$ cat config.mk
export PLATFORM = sky130hd
export DESIGN_NAME = pcm_dac_tx
export DESIGN_NICKNAME = d
export VERILOG_FILES = /design/src/rtl/pcm_dac_pkg.sv /design/src/rtl/pcm_src_mux.sv /design/src/rtl/pcm_scaler.sv /design/src/rtl/pcm_serializer.sv /design/src/rtl/pcm_dac_tx.sv
export SDC_FILE = /design/constraint.sdc
export NUM_CORES = 1
export LEC_CHECK = 0
export BUFFER_PORTS_ARGS = -buffer_cell sky130_fd_sc_hd__buf_2
export CORE_MARGIN = 4
export CORE_UTILIZATION = 35
export CTS_CLUSTER_SIZE = 28
export DETAILED_ROUTE_END_ITERATION = 6
export PLACE_DENSITY = 0.57
export SYNTH_ARGS = -nofsm -noshare
export SYNTH_HDL_FRONTEND = slang
export SYNTH_SLANG_ARGS = --single-unit
$ cat constraint.sdc
create_clock -name clk -period 7.2 [get_ports clk]
set_input_delay 0.36 -clock clk [delete_from_list [all_inputs] [get_ports clk]]
set_output_delay 0.36 -clock clk [all_outputs]
set_load 0.05 [all_outputs]
$ cat src/rtl/pcm_dac_pkg.sv
package pcm_dac_pkg;
    localparam int SAMPLE_W = 24;
    localparam int SLOT_W   = 32;
    localparam int FRAME_W  = 2 * SLOT_W;
    localparam int POS_W    = $clog2(FRAME_W);
    localparam int SCALE_W  = 8;
    localparam int N_SRC    = 4;
    localparam int SEL_W    = $clog2(N_SRC);
    localparam int PREC_W   = 2;
    localparam int W16      = 16;
    localparam int W20      = 20;

    typedef enum logic [PREC_W-1:0] {
        PREC_16 = 2'd0,
        PREC_20 = 2'd1,
        PREC_24 = 2'd2,
        PREC_24B = 2'd3
    } prec_e;
endpackage

$ cat src/rtl/pcm_src_mux.sv
module pcm_src_mux
    import pcm_dac_pkg::*;
(
    input  logic [SEL_W-1:0]                sel_i,
    input  logic [N_SRC-1:0][SAMPLE_W-1:0]  left_i,
    input  logic [N_SRC-1:0][SAMPLE_W-1:0]  right_i,
    input  logic [N_SRC-1:0]                valid_i,
    input  logic                            take_i,
    output logic [SAMPLE_W-1:0]             left_o,
    output logic [SAMPLE_W-1:0]             right_o,
    output logic [N_SRC-1:0]                ready_o
);
    always_comb begin
        ready_o = take_i ? (N_SRC'(1) << sel_i) : '0;
        if (valid_i[sel_i]) begin
            left_o  = left_i[sel_i];
            right_o = right_i[sel_i];
        end else begin
            left_o  = '0;
            right_o = '0;
        end
    end
endmodule

$ cat src/rtl/pcm_scaler.sv
module pcm_scaler
    import pcm_dac_pkg::*;
(
    input  logic [SAMPLE_W-1:0] raw_i,
    input  logic [PREC_W-1:0]   prec_i,
    input  logic [SCALE_W-1:0]  scale_i,
    output logic [SLOT_W-1:0]   slot_o
);
    localparam int PROD_W = SAMPLE_W + SCALE_W + 1;

    logic signed [SAMPLE_W-1:0] val_d;
    logic signed [SCALE_W:0]    gain_d;
    logic signed [PROD_W-1:0]   prod_d;
    logic signed [PROD_W-1:0]   shr_d;
    logic signed [SAMPLE_W-1:0] res_d;

    always_comb begin
        case (prec_e'(prec_i))
            PREC_16: val_d = SAMPLE_W'($signed(raw_i[W16-1:0]));
            PREC_20: val_d = SAMPLE_W'($signed(raw_i[W20-1:0]));
            default: val_d = $signed(raw_i);
        endcase
        gain_d = $signed({1'b0, scale_i});
        prod_d = PROD_W'(val_d) * PROD_W'(gain_d);
        shr_d  = prod_d >>> SCALE_W;
        if (scale_i == '1) res_d = val_d;
        else               res_d = SAMPLE_W'(shr_d);
        slot_o = SLOT_W'(res_d);
    end

    always_comb begin
        if (scale_i == '0) begin
            p_mute_r6: assert (slot_o == '0);
        end
        if (prec_e'(prec_i) == PREC_16) begin
            p_sign_ext_r4: assert ((&slot_o[SLOT_W-1:W16-1]) || !(|slot_o[SLOT_W-1:W16-1]));
        end
    end
endmodule

$ cat src/rtl/pcm_serializer.sv
module pcm_serializer
    import pcm_dac_pkg::*;
#(
    parameter int HALF_DIV = 2
) (
    input  logic               clk,
    input  logic               rst_n,
    input  logic [FRAME_W-1:0] frame_i,
    input  logic               invert_i,
    output logic               take_o,
    output logic               bclk_o,
    output logic               lrclk_o,
    output logic               sdata_o
);
    localparam int DIV_W = (HALF_DIV > 1) ? $clog2(HALF_DIV) : 1;

    typedef struct packed {
        logic [DIV_W-1:0]   div;
        logic               bclk;
        logic [POS_W-1:0]   pos;
        logic [FRAME_W-1:0] sh;
        logic               sdata;
        logic               lrclk;
        logic               inv;
    } ser_t;

    ser_t st_d, st_q;
    logic [POS_W-1:0] nxt_pos_d;

    always_comb begin
        st_d      = st_q;
        take_o    = 1'b0;
        nxt_pos_d = '0;
        if (st_q.div == DIV_W'(HALF_DIV - 1)) begin
            st_d.div  = '0;
            st_d.bclk = ~st_q.bclk;
            if (st_q.bclk) begin
                st_d.pos = st_q.pos + 1'b1;
                if (st_q.pos == '1) begin
                    take_o     = 1'b1;
                    st_d.inv   = invert_i;
                    st_d.sdata = frame_i[FRAME_W-1];
                    st_d.sh    = {frame_i[FRAME_W-2:0], 1'b0};
                end else begin
                    st_d.sdata = st_q.sh[FRAME_W-1];
                    st_d.sh    = {st_q.sh[FRAME_W-2:0], 1'b0};
                end
                nxt_pos_d  = st_d.pos + 1'b1;
                st_d.lrclk = nxt_pos_d[POS_W-1] ^ st_d.inv;
            end
        end else begin
            st_d.div = st_q.div + 1'b1;
        end
    end

    always_ff @(posedge clk) begin
        if (!rst_n) begin
            st_q     <= '0;
            st_q.pos <= '1;
        end else begin
            st_q <= st_d;
        end
    end

    assign bclk_o  = st_q.bclk;
    assign lrclk_o = st_q.lrclk;
    assign sdata_o = st_q.sdata;

    p_data_on_fall_r1: assert property (@(posedge clk) disable iff (!rst_n)
        !$fell(st_q.bclk) |-> $stable(st_q.sdata));
    p_lr_on_fall_r3: assert property (@(posedge clk) disable iff (!rst_n)
        $changed(st_q.lrclk) |-> $fell(st_q.bclk));
    p_lr_position_r3: assert property (@(posedge clk) disable iff (!rst_n)
        $changed(st_q.lrclk) |-> (st_q.pos == POS_W'(SLOT_W - 1) || st_q.pos == '1 || st_q.pos == '0));
    p_take_single_r7: assert property (@(posedge clk) disable iff (!rst_n)
        take_o |=> !take_o);
endmodule

$ cat src/rtl/pcm_dac_tx.sv
module pcm_dac_tx
    import pcm_dac_pkg::*;
#(
    parameter int HALF_DIV = 2
) (
    input  logic                           clk,
    input  logic                           rst_n,
    input  logic [SEL_W-1:0]               src_sel,
    input  logic [PREC_W-1:0]              prec_sel,
    input  logic [SCALE_W-1:0]             scale,
    input  logic                           lr_invert,
    input  logic [N_SRC-1:0][SAMPLE_W-1:0] src_left,
    input  logic [N_SRC-1:0][SAMPLE_W-1:0] src_right,
    input  logic [N_SRC-1:0]               src_valid,
    output logic [N_SRC-1:0]               src_ready,
    output logic                           bclk,
    output logic                           lrclk,
    output logic                           sdata
);
    logic                take;
    logic [SAMPLE_W-1:0] chan_raw [2];
    logic [SLOT_W-1:0]   chan_slot [2];
    logic [FRAME_W-1:0]  frame;

    pcm_src_mux u_mux (
        .sel_i   (src_sel),
        .left_i  (src_left),
        .right_i (src_right),
        .valid_i (src_valid),
        .take_i  (take),
        .left_o  (chan_raw[0]),
        .right_o (chan_raw[1]),
        .ready_o (src_ready)
    );

    for (genvar c = 0; c < 2; c++) begin : g_chan
        pcm_scaler u_scale (
            .raw_i   (chan_raw[c]),
            .prec_i  (prec_sel),
            .scale_i (scale),
            .slot_o  (chan_slot[c])
        );
    end

    assign frame = {chan_slot[0], chan_slot[1]};

    pcm_serializer #(.HALF_DIV(HALF_DIV)) u_ser (
        .clk      (clk),
        .rst_n    (rst_n),
        .frame_i  (frame),
        .invert_i (lr_invert),
        .take_o   (take),
        .bclk_o   (bclk),
        .lrclk_o  (lrclk),
        .sdata_o  (sdata)
    );

    p_ready_onehot_r7: assert property (@(posedge clk) disable iff (!rst_n)
        $onehot0(src_ready));
    p_ready_matches_sel_r7: assert property (@(posedge clk) disable iff (!rst_n)
        (|src_ready) |-> src_ready[src_sel]);
endmodule

==> flow_metrics.tcl, run 1 <==
set metrics [dict create \
    cts_max_path_buffers 2 \
    tritoncts "done" \
    yosysWarningCount 0 \
    dr.pass1.iters 5 \
    tightest_slew_ns 1.16 \
    core_sq_mm 0.0505 \
    r2r_slack_ns 4.14 \
    fin_crit_sh_pct 92.9 \
    muxShareOfSynthArea_pct 6.77 \
    layout-drive-gt1-share_pct 16.0 \
    multi_input_area_sq_mm 0.0146 \
    area_delta_synth_final_pct 11.9 \
    maxCapViolations 0 \
    pwr-share-seq_pct 8.9 \
    finalSetupViolations 0 \
    grt_pass1_wl_microns 87600 \
    max_stage_delay_ns 0.56 \
    gp_congestion 0.921 \
    endpoint_kind "flip-flop" \
    pwr-share-clk_pct 9.1 \
    r2r-start "u_ser.st_q[67]" \
    die_x_microns 235 \
    setup_ws_ns 0.512 \
    synth_area_leaders "fa_1 (33%), inv_1 (8.4%), ha_1 (8.3%), dfxtp_1 (8.2%), mux4_2 (6.1%)" \
    antenna_cells 0 \
    antenna_found_initial 1 \
    holdPathEnd "u_ser.st_q[0]" \
    drt-total-wl_microns 52400 \
    synth-adder-area-share_pct 41.0 \
    via_count 15391 \
    cts.clk_slew.worst_paths_ns 0.07 \
    grtUsageTotal_pct 19.2 \
    ys_ff_latch 74 \
    slew_viol_final 0 \
    cts_setup_buffers 0 \
    die_h_microns 235 \
    cp.arrival_ns 6.97 \
    ant_nets 0 \
    timing.hold.ws_ns 0.283 \
    worstSetupStartpointType "input port" \
    io_buffer_count 217 \
    fillers 5183 \
    fin_nets 2865 \
    pre_cts_slack_ns -0.101 \
    grt_pass1_vias 16430 \
    power_uw 5380 \
    required_ns 7.48 \
    synth-edff-count 0 \
    syn_area_sq_mm 0.0180 \
    final_common_cell "inv_1" \
    status "complete, no violations" \
    combPwrFrac_pct 82.0 \
    ctsResizeCount 0 \
    clk_latency_ns 0.35 \
    hold_path.class "in2reg" \
    rows 82 \
    leakage_uw 0.0106 \
    p_sw_share_pct 52.1 \
    synthFlopType "dfxtp_1" \
    final_cell_mix "inv_1 (403), fa_1 (294), nand2_1 (229)" \
    cts_hold_buf 0 \
    root_buffer "clkbuf_16" \
    reg2regPathDepth 10 \
    cts_made_buffers 9 \
    grt_max_degree 73 \
    synthArstFlopShare_pct 0 \
    seq_area_sq_mm 0.00148 \
    whs_path_depth 3 \
    grt_overflow 0 \
    hp-start "lr_invert" \
    detail_route.vias_per_cell 5.27 \
    ys_seq_area_share_pct 8.24 \
    critPathMaxFanout 15 \
    hold_viol 0 \
    dieArea_sq_mm 0.0551 \
    fin_cells 2918 \
    critPathKind "in2reg" \
    cpMaxStageDelayCell "mux4_2" \
    initial_utilization_pct 35.6 \
    cts_sinks 74 \
    htree_num_levels 3 \
    drcViolationCount 0 \
    synth_top_family_by_area "adder cells" \
    synth_top_area_share_pct 32.7 \
    syn-num-nets 2709 \
    fmax_mhz 150 \
    synth_top_area_cell "fa_1" \
    maxSlewHeadroom_pct 22.1 \
    r2r-end "u_ser.sdata_o" \
    netlist_instances 2085 \
    ios 218 \
    wl_per_cell_microns 17.9 \
    finalClockSkew_ns 0.00709 \
    ir_drop_uv 145 \
    dp_hpwl_microns 41300 \
    drt_iter0_markers 947 \
    setup_tns_ns 0 \
    synthSimpleGateAreaFrac_pct 19.3 \
    synth_compound_area_share_pct 11.0 \
    synth.avg_cell_area_sq_um 8.62 \
    synthXorXnorAreaFrac_pct 2.68 \
    dp.cells 2902 \
    synth_cell_types 74 \
    rsz0062_at_grt "no" \
    switching_power_uw 2800 \
    path_cells "buf_4 > mux4_2 > mux2_2 > a21oi_1 > a21oi_1 > buf_4 > and2_1 > fa_1 > inv_1 > fa_1 > inv_1 > fa_1 > inv_1 > fa_1 > inv_1 > ha_1 > and3_1 > and2_1 > nand3_1 > o31ai_4 > o41ai_4 > and3_1 > or3_1 > nor3_2" \
    powerDensity_mw_per_mm2 267 \
    power.internal_uw 2570 \
    period_needed_ns 6.69 \
]
-- registers in the layout, indices dropped and copies added, names as in the netlist --
register and count:
u_ser.bclk_o 1, u_ser.lrclk_o 1, u_ser.sdata_o 1, u_ser.st_q 71
-- worst max-delay path by stage --
stage,from,endpoint,slack [ns],cells past startpoint
after CTS,src_sel[0],u_ser.st_q[34],0.24,24
after global routing,src_sel[0],u_ser.st_q[63],0.06,23
final,src_sel[0],u_ser.sdata_o,0.51,24
after global placement,src_sel[0],u_ser.st_q[35],0.13,24
after detailed placement,src_sel[0],u_ser.st_q[34],-0.10,24
after floorplan,src_sel[0],u_ser.sdata_o,0.63,25
-- final cells by class --
cell class	count	area share (%)
inverter	404	7.54
tap	672	4.18
multi-input combinational	1492	72.3
sequential	74	7.36
clock buffer	9	1.12
timing repair buffer	260	7.03
clock inverter	7	0.417
-- per-stage QoR --
step / area, sq um / util (%)
2_1_floorplan: 18000 / -
3_3_place_gp: 19800 / 39.2
3_5_place_dp: 19800 / 39.2
4_1_cts: 20100 / 39.8
5_1_grt: 20100 / 39.9
6_report: 20100 / 39.9
-- metal layers --
metal	share of wire (%)	vias up	GRT usage, %
li1	-	7078	-
met1	44	7802	26.1
met2	48	448	33.0
met3	5.3	63	2.18
met4	1.9	0	4.19
met5	0	-	0
-- cells by family after synthesis --
logic type / Yosys count
xor+xnor: 55
fa+ha+maj: 413
buf+inv: 519
compound gates: 294
flops: 74
simple gates: 670
mux: 60
-- cells in the mapped netlist, types with 4 or more instances --
library cell / n
a221oi_1: 8
nand3_1: 21
o21ai_0: 64
nand4_1: 9
nor4_1: 5
o221ai_1: 4
o31ai_1: 4
a21o_1: 27
ha_1: 119
o21a_1: 4
nor3_1: 31
xnor2_1: 33
and2_1: 95
a21oi_1: 91
o211ai_1: 13
xor2_1: 22
dfxtp_1: 74
mux2i_1: 8
o22ai_1: 12
nand2_1: 230
buf_1: 5
a211oi_1: 13
nor2_1: 67
fa_1: 294
inv_1: 403
clkbuf_1: 102
mux4_2: 49
nor3_2: 9
buf_2: 5
a31oi_1: 6
and3_1: 167
or3_1: 5
a221o_1: 15
nor2b_1: 10
nand2b_1: 5
-- power groups by stage --
stage	clock [uW]	sequential [uW]	combinational, uW
after detailed placement	0	486	4370
after global routing	518	483	5060
final	490	478	4410
after global placement	0	486	4320
after floorplan	0	485	3380
after CTS	499	478	4400
-- worst max-delay path, delay by kind of cell --
family | cells | cell delay [ns]
adders and majority gates | 5 | 2.37
and+or+nand+nor | 7 | 1.67
AOI/OAI and AO/OA | 4 | 0.94
muxes | 2 | 0.88
buffers and inverters | 6 | 0.70
(Power assumes the default switching activity.)
==> inputs of run 2 (changes only) <==
==> constraint.sdc (replaced) <==
create_clock -name clk -period 7.2 [get_ports clk]
set_input_delay 0.36 -clock clk [delete_from_list [all_inputs] [get_ports clk]]
set_output_delay 0.36 -clock clk [all_outputs]
set_load 0.005 [all_outputs]
==> run 2 against run 1 <==
Combinational power is 0.9% lower. Register-to-register slack better by 0.02 ns. Largest power group unchanged. Setup slack worse by 0.14 ns. Highest routed layer unchanged. Global-route usage shrank 0.10 points. Core utilization barely moved. Wire length barely moved. Worst hold slack worse by 0.0028 ns. Largest cell class unchanged. Sequential cell count unchanged. Non-clock buffer count fell by 3.
==> flow_metrics.tcl, run 2 (synthesis results as in run 1) <==
set metrics [dict create \
    pwr-share-clk_pct 9.1 \
    cts_made_buffers 9 \
    maxSlewHeadroom_pct 17.9 \
    setup_ws_ns 0.377 \
    grt_max_degree 89 \
    largest_register_ffs 71 \
    timing.hold.ws_ns 0.280 \
    via_count 15295 \
    leakage_uw 0.0106 \
    switching_power_uw 2770 \
    critPathKind "in2reg" \
    ctsResizeCount 0 \
    cpMaxStageDelayCell "mux4_2" \
    cts_sinks 74 \
    fin_crit_sh_pct 94.8 \
    worstSetupStartpointType "input port" \
    dr.pass1.iters 5 \
    grt_pass1_vias 16419 \
    cts_max_path_buffers 2 \
    die_h_microns 235 \
    gp_congestion 0.925 \
    initial_utilization_pct 35.6 \
    p_sw_share_pct 51.9 \
    drt_iter0_markers 979 \
    maxCapViolations 0 \
    grt_overflow 0 \
    antenna_cells 0 \
    critPathMaxFanout 15 \
    drcViolationCount 0 \
    final_common_cell "inv_1" \
    finalClockSkew_ns 0.0106 \
    finalSetupViolations 0 \
    ir_drop_uv 160 \
    grtUsageTotal_pct 19.1 \
    detail_route.vias_per_cell 5.25 \
    area_delta_synth_final_pct 11.8 \
    cts_setup_buffers 0 \
    required_ns 7.49 \
    met1_usage_pct 25.7 \
    grt_use_met2_pct 32.6 \
    period_needed_ns 6.82 \
    cts.clk_slew.worst_paths_ns 0.06 \
    ios 218 \
    fin_nets 2862 \
    drt-total-wl_microns 52300 \
    core_sq_mm 0.0505 \
    slew_viol_final 0 \
    endpoint_kind "flip-flop" \
    grt_pass1_wl_microns 86900 \
    htree_num_levels 3 \
    combPwrFrac_pct 81.9 \
    largest_register "u_ser.st_q" \
    root_buffer "clkbuf_16" \
    max_stage_delay_ns 0.61 \
    fmax_mhz 147 \
    pre_cts_slack_ns -0.152 \
    crit_path_frequent_cell "fa_1" \
    ant_nets 0 \
    rows 82 \
    antenna_found_initial 0 \
    pwr-share-seq_pct 9.0 \
    setup_tns_ns 0 \
    wl_per_cell_microns 18.0 \
    tritoncts "done" \
    tightest_slew_ns 1.23 \
    power.internal_uw 2570 \
    hold_viol 0 \
    critPathTopFamily "compound AO/OA/AOI/OAI gates" \
    layout-drive-gt1-share_pct 16.0 \
    cp.arrival_ns 7.12 \
    dp_hpwl_microns 40700 \
    clk_latency_ns 0.36 \
    powerDensity_mw_per_mm2 266 \
    die_x_microns 235 \
    cts_hold_buf 0 \
    path_cells "buf_4 > mux4_2 > mux2_2 > a21oi_1 > a21oi_1 > and2_1 > fa_1 > fa_1 > fa_1 > inv_1 > fa_1 > inv_1 > ha_1 > a21o_1 > a21oi_1 > nor2b_1 > a2111oi_0 > nor3_1 > a21oi_4 > mux2i_1 > a211oi_2 > a221o_1" \
    rsz0062_at_grt "no" \
    dieArea_sq_mm 0.0551 \
    crit_buf_inv 3 \
    busiest_layer "met2" \
    utilization_pct 39.8 \
    final_cell_mix "inv_1 (403), fa_1 (294), nand2_1 (229)" \
    hold_path.class "in2reg" \
    grt_util_met3_pct 2.27 \
    io_buffer_count 217 \
    status "complete, no violations" \
    fillers 5135 \
]
run 2: cell types whose count changed in the layout (fill, tap and decap cells not counted), sizes merged:
cell / delta
buf: -3
run 2: cell type report:
type | instances | area, sq um | area share [%]
Clock inverter | 7 | 83.8 | 0.417
Clock buffer | 9 | 225 | 1.12
Inverter | 404 | 1520 | 7.55
Tap cell | 672 | 841 | 4.18
Timing Repair Buffer | 257 | 1400 | 6.95
Multi-Input combinational cell | 1492 | 14600 | 72.4
Sequential cell | 74 | 1480 | 7.37
run 2: tightest hold or removal path: cells and delay by family:
kind	cells	cell delay, ns
buffers and inverters	1	0.12
AND/OR/NAND/NOR	1	0.06
AO/OA/AOI/OAI	1	0.05
run 2: stage by stage:
stage | cells | total power, uW | area (sq um)
finish | 2915 | 5340 | 20100
global route | 2915 | 6020 | 20100
CTS | 2915 | 5370 | 20100
detailed placement | 2899 | 4850 | 19800
global placement | 2899 | 4790 | 19800
floorplan | 2085 | 3860 | 18000
run 2: power groups by stage:
stage | Clock (uW) | Sequential (uW) | Combinational [uW]
2_1_floorplan | 0 | 480 | 3380
6_report | 488 | 478 | 4370
5_1_grt | 517 | 483 | 5020
4_1_cts | 498 | 478 | 4390
3_5_place_dp | 0 | 487 | 4360
3_3_place_gp | 0 | 486 | 4300
run 2: metal layers:
layer	vias up	wire length [microns]
met5	-	0
met1	7699	23100
met4	0	1450
li1	7083	-
met2	446	25000
met3	67	2830
run 2: worst paths after layout:
path                                startpoint  cells after the start        endpoint  slack, ns
worst max register to register  u_ser.st_q[67]                      8  u_ser.st_q[40]       4.16
worst min register to register  u_ser.st_q[42]                      2  u_ser.st_q[42]       0.45
worst min-delay path                 lr_invert                      3   u_ser.st_q[0]       0.28
worst max-delay path                src_sel[0]                     22  u_ser.st_q[28]       0.38
==> inputs of run 3 (changes only) <==
==> constraint.sdc (replaced) <==
create_clock -name clk -period 8.1 [get_ports clk]
set_input_delay 0.405 -clock clk [delete_from_list [all_inputs] [get_ports clk]]
set_output_delay 0.405 -clock clk [all_outputs]
set_load 0.005 [all_outputs]
==> run 3 against run 2 <==
Count of clock-buffer cells in the layout grew 2. Register-to-register slack gained 0.66 ns. Clock skew grew 0.00084 ns. Critical path depth grew 3.
==> flow_metrics.tcl, run 3 (synthesis results as in run 1) <==
set metrics [dict create \
    final_common_cell "inv_1" \
    detail_route.vias_per_cell 5.24 \
    grt_pass1_vias 16179 \
    grtUsageTotal_pct 19.1 \
    cts_max_path_buffers 2 \
    whs_path_depth 3 \
    hp-start "lr_invert" \
    ctsResizeCount 0 \
    worstSetupStartpointType "input port" \
    rsz0062_at_grt "no" \
    ir_drop_uv 123 \
    reg2regPathDepth 5 \
    r2r_slack_ns 4.82 \
    cts_sinks 74 \
    crit_path_frequent_cell "inv_1" \
    holdPathEnd "u_ser.st_q[0]" \
    wl_per_cell_microns 18.1 \
    tightest_slew_ns 1.18 \
    critPathKind "in2reg" \
    maxSlewHeadroom_pct 21.3 \
    maxCapViolations 0 \
    grt_max_degree 92 \
    clk_latency_ns 0.35 \
    dieArea_sq_mm 0.0551 \
    largest_register "u_ser.st_q" \
    cts_made_buffers 9 \
    cts.clk_slew.worst_paths_ns 0.07 \
    crit_buf_inv 7 \
    tritoncts "done" \
    fmax_mhz 142 \
    final_cell_mix "inv_1 (403), fa_1 (294), nand2_1 (229)" \
    max_stage_delay_ns 0.55 \
    endpoint_kind "flip-flop" \
    antenna_found_initial 0 \
    critPathMaxFanout 22 \
    core_sq_mm 0.0505 \
    cts_setup_buffers 0 \
    grt_overflow 0 \
    antenna_cells 0 \
    hold_viol 0 \
    root_buffer "clkbuf_16" \
    period_needed_ns 7.06 \
    fin_cells 2902 \
    critPathTopFamily "adder cells" \
    fillers 5178 \
    leakage_uw 0.0105 \
    setup_tns_ns 0 \
    area_delta_synth_final_pct 11.3 \
    htree_num_levels 3 \
    fin_crit_sh_pct 87.2 \
    cpMaxStageDelayCell "mux4_2" \
    fin_nets 2849 \
    ios 218 \
    slew_viol_final 0 \
    layout-drive-gt1-share_pct 15.3 \
    dp.cells 2886 \
    r2r-start "u_ser.bclk_o" \
    timing.hold.ws_ns 0.325 \
    r2r-end "u_ser.st_q[44]" \
    dp_hpwl_microns 41000 \
    finalClockSkew_ns 0.0114 \
    dr.pass1.iters 5 \
    drt_iter0_markers 876 \
    io_buffer_count 217 \
    drcViolationCount 0 \
    status "complete, no violations" \
    placed_area_sq_mm 0.0197 \
    drt-total-wl_microns 52400 \
    grt_pass1_wl_microns 86800 \
    ant_nets 0 \
    rows 82 \
    die_h_microns 235 \
    gp_congestion 0.886 \
    required_ns 8.39 \
    largest_register_ffs 71 \
    powerDensity_mw_per_mm2 237 \
    fin_area_sq_mm 0.0200 \
    cts_hold_buf 0 \
    cp.arrival_ns 7.36 \
    die_x_microns 235 \
    finalSetupViolations 0 \
    initial_utilization_pct 35.6 \
    hold_path.class "in2reg" \
    via_count 15204 \
]
==> run 3: stage by stage <==
| stage | total power (uW) | setup WS [ns] | utilization, % |
|---|---|---|---|
| global placement | 4220 | 0.798 | 39.0 |
| finish | 4740 | 1.04 | 39.6 |
| floorplan | 3430 | 1.49 | - |
| CTS | 4760 | 0.995 | 39.6 |
| detailed placement | 4280 | 0.637 | 39.0 |
| global route | 5350 | 0.515 | 39.6 |
==> run 3: routing by layer <==
metal	global-route usage [%]	wire length (microns)	up-vias	share of wire, %
li1	-	-	7054	-
met2	33.3	25500	437	49
met5	0	0	-	0
met4	4.22	1110	0	2.1
met3	2.37	2640	64	5.0
met1	25.6	23200	7649	44
==> run 3: where the power goes <==
| part | switching, uW | internal (uW) |
|---|---|---|
| logic | 2240 | 1620 |
| registers | 24.4 | 403 |
| clock network | 176 | 273 |
| total | 2440 | 2300 |
==> run 3: how the worst max path moves through the flow <==
stage,cells after the start,end,start,slack [ns]
2_1_floorplan,25,u_ser.sdata_o,src_sel[0],1.49
3_3_place_gp,25,u_ser.st_q[35],src_sel[0],0.80
3_5_place_dp,25,u_ser.st_q[31],src_sel[0],0.64
4_1_cts,25,u_ser.st_q[31],src_sel[0],1.0
5_1_grt,25,u_ser.st_q[27],src_sel[0],0.51
6_report,25,u_ser.st_q[27],src_sel[0],1.04
==> run 3: worst reg2reg max path, stage by stage, from the launching register on <==
cell,delay (ns)
dfxtp_1,0.39
and2_2,0.35
buf_4,0.54
nand2_1,0.68
nor2_1,0.94
a221oi_1,0.21
==> run 3: cell type report <==
| class | count | area, sq um | area share [%] |
|---|---|---|---|
| flip-flops and latches | 74 | 1480 | 7.41 |
| inverters | 404 | 1520 | 7.58 |
| clock buffers | 11 | 233 | 1.16 |
| well taps | 672 | 841 | 4.20 |
| clock inverters | 5 | 86.3 | 0.432 |
| multi-input cells | 1492 | 14500 | 72.7 |
| repair buffers | 244 | 1300 | 6.52 |
